===== config.mk =====
export PLATFORM = sky130hd
export DESIGN_NAME = bkpt_unit
export DESIGN_NICKNAME = d
export VERILOG_FILES = /design/src/rtl/bkpt_pkg.sv /design/src/rtl/bkpt_regs.sv /design/src/rtl/bkpt_cmp.sv /design/src/rtl/bkpt_flag.sv /design/src/rtl/bkpt_unit.sv
export SDC_FILE = /design/constraint.sdc
export NUM_CORES = 1
export LEC_CHECK = 0
export CAP_MARGIN = 20
export CORE_UTILIZATION = 55
export DETAILED_ROUTE_END_ITERATION = 16
export DONT_BUFFER_PORTS = 1
export GPL_TIMING_DRIVEN = 0
export PLACE_DENSITY_LB_ADDON = 0.12
export REMOVE_ABC_BUFFERS = 1
export SYNTH_ARGS = -nofsm -noshare
export SYNTH_HDL_FRONTEND = slang
export SYNTH_SLANG_ARGS = --single-unit
export TNS_END_PERCENT = 10

===== constraint.sdc =====
create_clock -name clk -period 1.4 [get_ports clk]
set_input_delay 0.14 -clock clk [delete_from_list [all_inputs] [get_ports clk]]
set_output_delay 0.14 -clock clk [all_outputs]
set_load 0.005 [all_outputs]

===== src/rtl/bkpt_pkg.sv =====
package bkpt_pkg;

    parameter int unsigned DATA_W = 8;
    parameter int unsigned ADDR_W = 2 * DATA_W;
    parameter int unsigned SEL_W  = 2;

    localparam int unsigned LANES   = ADDR_W / DATA_W;
    localparam int unsigned EN_POS  = DATA_W - 1;
    localparam int unsigned ACT_POS = DATA_W - 2;
    localparam int unsigned WDG_POS = DATA_W - 1;

    typedef enum logic [SEL_W-1:0] {
        SEL_CTRL = 2'd0,
        SEL_AHI  = 2'd1,
        SEL_ALO  = 2'd2,
        SEL_AUX  = 2'd3
    } reg_sel_e;

    typedef struct packed {
        logic              we;
        reg_sel_e          sel;
        logic [DATA_W-1:0] data;
    } reg_wr_t;

    function automatic logic [DATA_W-1:0] ctrl_image(input logic en, input logic act);
        logic [DATA_W-1:0] v;
        v          = '0;
        v[EN_POS]  = en;
        v[ACT_POS] = act;
        return v;
    endfunction

    function automatic logic [DATA_W-1:0] aux_image(input logic wdg);
        logic [DATA_W-1:0] v;
        v          = '0;
        v[WDG_POS] = wdg;
        return v;
    endfunction

endpackage


===== src/rtl/bkpt_regs.sv =====
module bkpt_regs
    import bkpt_pkg::*;
(
    input  logic              clk,
    input  logic              rst,
    input  reg_wr_t           wr,
    input  logic              act,
    output logic              en,
    output logic              wdg,
    output logic [ADDR_W-1:0] brk_addr,
    output logic [DATA_W-1:0] rdata
);

    logic              en_q;
    logic              wdg_q;
    logic [DATA_W-1:0] hi_q;
    logic [DATA_W-1:0] lo_q;

    always_ff @(posedge clk) begin
        if (rst) begin
            en_q  <= 1'b0;
            wdg_q <= 1'b0;
            hi_q  <= '0;
            lo_q  <= '0;
        end else if (wr.we) begin
            case (wr.sel)
                SEL_CTRL: en_q  <= wr.data[EN_POS];
                SEL_AHI:  hi_q  <= wr.data;
                SEL_ALO:  lo_q  <= wr.data;
                SEL_AUX:  wdg_q <= wr.data[WDG_POS];
                default:  ;
            endcase
        end
    end

    always_comb begin
        case (wr.sel)
            SEL_CTRL: rdata = ctrl_image(en_q, act);
            SEL_AHI:  rdata = hi_q;
            SEL_ALO:  rdata = lo_q;
            SEL_AUX:  rdata = aux_image(wdg_q);
            default:  rdata = '0;
        endcase
    end

    assign en       = en_q;
    assign wdg      = wdg_q;
    assign brk_addr = {hi_q, lo_q};

    p_addr_hold_r1: assert property (@(posedge clk) disable iff (rst)
        !(wr.we && (wr.sel == SEL_AHI || wr.sel == SEL_ALO)) |=> $stable(brk_addr));

endmodule


===== src/rtl/bkpt_cmp.sv =====
module bkpt_cmp
    import bkpt_pkg::*;
(
    input  logic              bus_valid,
    input  logic [ADDR_W-1:0] bus_addr,
    input  logic [ADDR_W-1:0] brk_addr,
    input  logic              en,
    output logic              hit
);

    logic [LANES-1:0] lane_eq;

    for (genvar g = 0; g < LANES; g++) begin : g_lane
        assign lane_eq[g] = (bus_addr[g*DATA_W +: DATA_W] == brk_addr[g*DATA_W +: DATA_W]);
    end

    assign hit = bus_valid & en & (&lane_eq);

    always_comb begin
        if (hit) a_hit_exact_r3: assert (bus_addr == brk_addr);
    end

endmodule


===== src/rtl/bkpt_flag.sv =====
module bkpt_flag
    import bkpt_pkg::*;
(
    input  logic clk,
    input  logic rst,
    input  logic hit,
    input  logic ctl_wr,
    input  logic wr_act,
    output logic act
);

    logic act_q;

    always_ff @(posedge clk) begin
        if (rst)
            act_q <= 1'b0;
        else if (ctl_wr)
            act_q <= wr_act | hit;
        else if (hit)
            act_q <= 1'b1;
    end

    assign act = act_q;

    p_hit_sets_r3: assert property (@(posedge clk) disable iff (rst)
        hit |=> act);

    p_no_spurious_r4: assert property (@(posedge clk) disable iff (rst)
        (!act && !hit && !(ctl_wr && wr_act)) |=> !act);

    p_force_r5: assert property (@(posedge clk) disable iff (rst)
        (ctl_wr && wr_act) |=> act);

    p_hold_r6: assert property (@(posedge clk) disable iff (rst)
        (act && !ctl_wr) |=> act);

    p_clear_r6: assert property (@(posedge clk) disable iff (rst)
        (ctl_wr && !wr_act && !hit) |=> !act);

endmodule


===== src/rtl/bkpt_unit.sv =====
module bkpt_unit
    import bkpt_pkg::*;
(
    input  logic              clk,
    input  logic              rst,
    input  logic              bus_valid,
    input  logic [ADDR_W-1:0] bus_addr,
    input  logic [SEL_W-1:0]  reg_sel,
    input  logic              reg_we,
    input  logic [DATA_W-1:0] reg_wdata,
    output logic [DATA_W-1:0] reg_rdata,
    output logic              brk_irq,
    output logic              tmr_freeze,
    output logic              wdog_off
);

    reg_wr_t           wr;
    logic              en;
    logic              wdg;
    logic              act;
    logic              hit;
    logic              ctl_wr;
    logic [ADDR_W-1:0] brk_addr;

    assign wr.we   = reg_we;
    assign wr.sel  = reg_sel_e'(reg_sel);
    assign wr.data = reg_wdata;
    assign ctl_wr  = reg_we && (reg_sel_e'(reg_sel) == SEL_CTRL);

    bkpt_regs u_regs (
        .clk      (clk),
        .rst      (rst),
        .wr       (wr),
        .act      (act),
        .en       (en),
        .wdg      (wdg),
        .brk_addr (brk_addr),
        .rdata    (reg_rdata)
    );

    bkpt_cmp u_cmp (
        .bus_valid (bus_valid),
        .bus_addr  (bus_addr),
        .brk_addr  (brk_addr),
        .en        (en),
        .hit       (hit)
    );

    bkpt_flag u_flag (
        .clk    (clk),
        .rst    (rst),
        .hit    (hit),
        .ctl_wr (ctl_wr),
        .wr_act (reg_wdata[ACT_POS]),
        .act    (act)
    );

    assign brk_irq    = act;
    assign tmr_freeze = act;
    assign wdog_off   = act & wdg;

    p_irq_freeze_r8: assert property (@(posedge clk) disable iff (rst)
        brk_irq == tmr_freeze);

    p_wdog_gated_r9: assert property (@(posedge clk) disable iff (rst)
        wdog_off |-> (tmr_freeze && wdg));

    p_disabled_r4: assert property (@(posedge clk) disable iff (rst)
        (!en && !brk_irq && !ctl_wr) |=> !brk_irq);

endmodule


==> results.json <==
{
  "netlist_area_um2": 1030,
  "drv_slew": 0,
  "gp_congestion": 0.722,
  "rsz0062_at_grt": "false",
  "worst-endpoint-arrival_ps": 1160,
  "cts_tree": "built",
  "grt_pass1_vias": 859,
  "worst_clock_skew_ps": 9.37,
  "fin_area_um2": 1160,
  "postRouteAntennaNets": 0,
  "worst-r2r-cell-count": 4,
  "clock_latency_ps": 300,
  "worst_slack_ps": 102,
  "holdPathStages": 2,
  "drc_errors": 0,
  "dieArea_um2": 2050,
  "grt_usage_pct": 25.6,
  "synth.largest_area_cell": "dfxtp_1",
  "tns_ps": 0,
  "max_cap_viol_count": 0,
  "timing.hold.ws_ps": 8.66,
  "drive_gt1_share_pct": 6.92,
  "p_seq_share_pct": 57.5,
  "syn-instance-count": 121,
  "reg2reg_to": "u_flag.act",
  "synth_top_flop_cell": "dfxtp_1",
  "worstPathCellList": "mux4_1",
  "worst_setup_path_start_kind": "register",
  "synth_cell_types": 24,
  "grt_overflow": 0,
  "swShare_pct": 26.5,
  "peakVddDrop_uv": 707,
  "dr_total_vias": 906,
  "regToRegSetupSlack_ps": 240,
  "drtPass1Iterations": 4,
  "cts.path.max_buffers": 2,
  "routed_wirelength_um": 2450,
  "drt-initial-drc-count": 21,
  "cp-end-kind": "output pin",
  "areaGrowthSynthToFinish_pct": 13.0,
  "synth-seq-cells": 19,
  "synth_common_cells": "dfxtp_1, nand2_1, nand3_1",
  "cts_buffers": 3,
  "timing.slew.headroom_pct": 54.1,
  "status": "finished, final reports clean",
  "cp_top_family": "multiplexers",
  "hold_viol": 0,
  "die_h_um": 45.3,
  "internal_power_uw": 735,
  "hold-path-endpoint": "u_regs.en",
  "fin_nets": 161,
  "cp_max_fo": 3,
  "holdCritPathClass": "input port to register",
  "combPwrFrac_pct": 14.4,
  "dpl.cell_count": 139,
  "synth_area_leaders": "dfxtp_1, xor2_1, nand3_1",
  "antenna_found_initial": 0,
  "final_cells": 155,
  "slowest_stage": "mux4_1",
  "period_minus_slack_ps": 1300,
  "std_cell_rows": 15,
  "yosys.cell_count.top_type": "dfxtp_1",
  "num_io_pins": 41,
  "p_clk_share_pct": 28.1,
  "critPathBufInv": 0,
  "placed_cell_area_um2": 1020,
  "portBuffers": 0,
  "setup_viol_count_final": 0,
  "tightest_slew_ps": 686,
  "power_density_nw_per_um2": 860,
  "hpwl_um": 1590,
  "worstHoldStart": "reg_wdata[7]",
  "clkSinkCount": 19,
  "reg2reg_from": "u_regs.hi_q[4]",
  "grt_max_degree": 20,
  "finalCritPeriodShare_pct": 92.7,
  "syn_area_per_cell_um2": 8.51,
  "crit_type": "register to output pin",
  "synthArstFlopShare_pct": 0,
  "fmax_ghz": 0.771,
  "clock-root-buffer": "clkbuf_4",
  "grt_pass1_wl_um": 3770,
  "cp.required_ps": 1260,
  "ys_warn_count": 0,
  "slowest_delay_ps": 530,
  "post_drt_wl_per_cell_um": 15.8,
  "start_util_pct": 59.0,
  "yosys.area.top_type_share_pct": 36.9,
  "chipWidth_um": 45.3,
  "vias_per_cell": 5.85,
  "coreArea_um2": 1750,
  "diodes": 0,
  "synth-edff-count": 0,
  "dpl_worst_slack_ps": 277,
  "p_switching_uw": 266,
  "htree_levels": 1,
  "ys_seq_area_share_pct": 36.9,
  "p_leak_uw": 0.000430,
  "path_clk_slew_ps": 110
}
[routing by layer]
metal | global-route usage, % | routed length, um | part of all wire, %
met5 | 0 | 0 | 0
met4 | 10.9 | 35 | 1.4
met3 | 4.00 | 165 | 6.7
met2 | 41.4 | 1160 | 47
met1 | 33.7 | 1090 | 45
[flip-flops by register name, indices dropped and copies added (netlist names)]
signal / count
u_regs.wdg: 1
u_regs.hi_q: 8
u_regs.lo_q: 8
u_regs.en: 1
u_flag.act: 1
[cells in the final DEF (no fill, tap or decap), drive strengths merged, types with 2 or more instances in the layout]
| cell | count |
|---|---|
| nand2 | 20 |
| mux2i | 4 |
| dfxtp | 19 |
| dlygate4sd3 | 12 |
| nor4 | 3 |
| xnor2 | 3 |
| nand3 | 18 |
| xor2 | 13 |
| clkbuf | 3 |
| a22o | 6 |
| nor2 | 2 |
| a21oi | 16 |
[power by group through the flow]
| stage | sequential (uW) | combinational (uW) | clock [uW] |
|---|---|---|---|
| detailed placement | 587 | 100 | 0 |
| global route | 578 | 157 | 300 |
| global placement | 586 | 96.2 | 0 |
| floorplan | 583 | 79.9 | 0 |
| CTS | 575 | 143 | 284 |
| finish | 575 | 144 | 281 |
[worst max path at each step]
stage	start	endpoint	slack (ps)	cells after the start
2_1_floorplan	reg_sel[1]	u_regs.lo_q[0]	180	4
3_3_place_gp	reg_sel[1]	u_regs.lo_q[2]	-340	4
3_5_place_dp	u_regs.hi_q[4]	u_flag.act	280	4
4_1_cts	u_regs.lo_q[7]	reg_rdata[7]	90	1
5_1_grt	u_regs.hi_q[7]	reg_rdata[7]	60	1
6_report	u_regs.lo_q[7]	reg_rdata[7]	100	1
[timing repair]
action	in CTS	in global routing
hold buffers	12	0
resized for setup	0	0
hold endpoints to repair	19	0
buffers inserted	0	0
[layout make-up]
| cell class | instances | area (um^2) |
|---|---|---|
| Fill cell | 157 | 582 |
| Clock buffer | 3 | 22.5 |
| Timing Repair Buffer | 13 | 131 |
| Multi-Input combinational cell | 94 | 593 |
| Clock inverter | 1 | 5.00 |
| Sequential cell | 19 | 380 |
| Tap cell | 25 | 31.3 |
[metrics by stage]
| step | total power [uW] | utilization, % |
|---|---|---|
| final | 1000 | 66.7 |
| after global routing | 1030 | 66.7 |
| after CTS | 1000 | 66.7 |
| after detailed placement | 688 | 58.2 |
| after global placement | 682 | 57.6 |
| after floorplan | 663 | - |
[kinds of logic after synthesis]
| logic type | Yosys count | synth area share [%] |
|---|---|---|
| AO/OA/AOI/OAI | 24 | 14.0 |
| XOR/XNOR | 16 | 13.6 |
| buffers and inverters | 8 | 5.47 |
| flip-flops | 19 | 36.9 |
| multiplexers | 5 | 6.44 |
| AND/OR/NAND/NOR | 49 | 23.6 |
(Power assumes the default switching activity.)
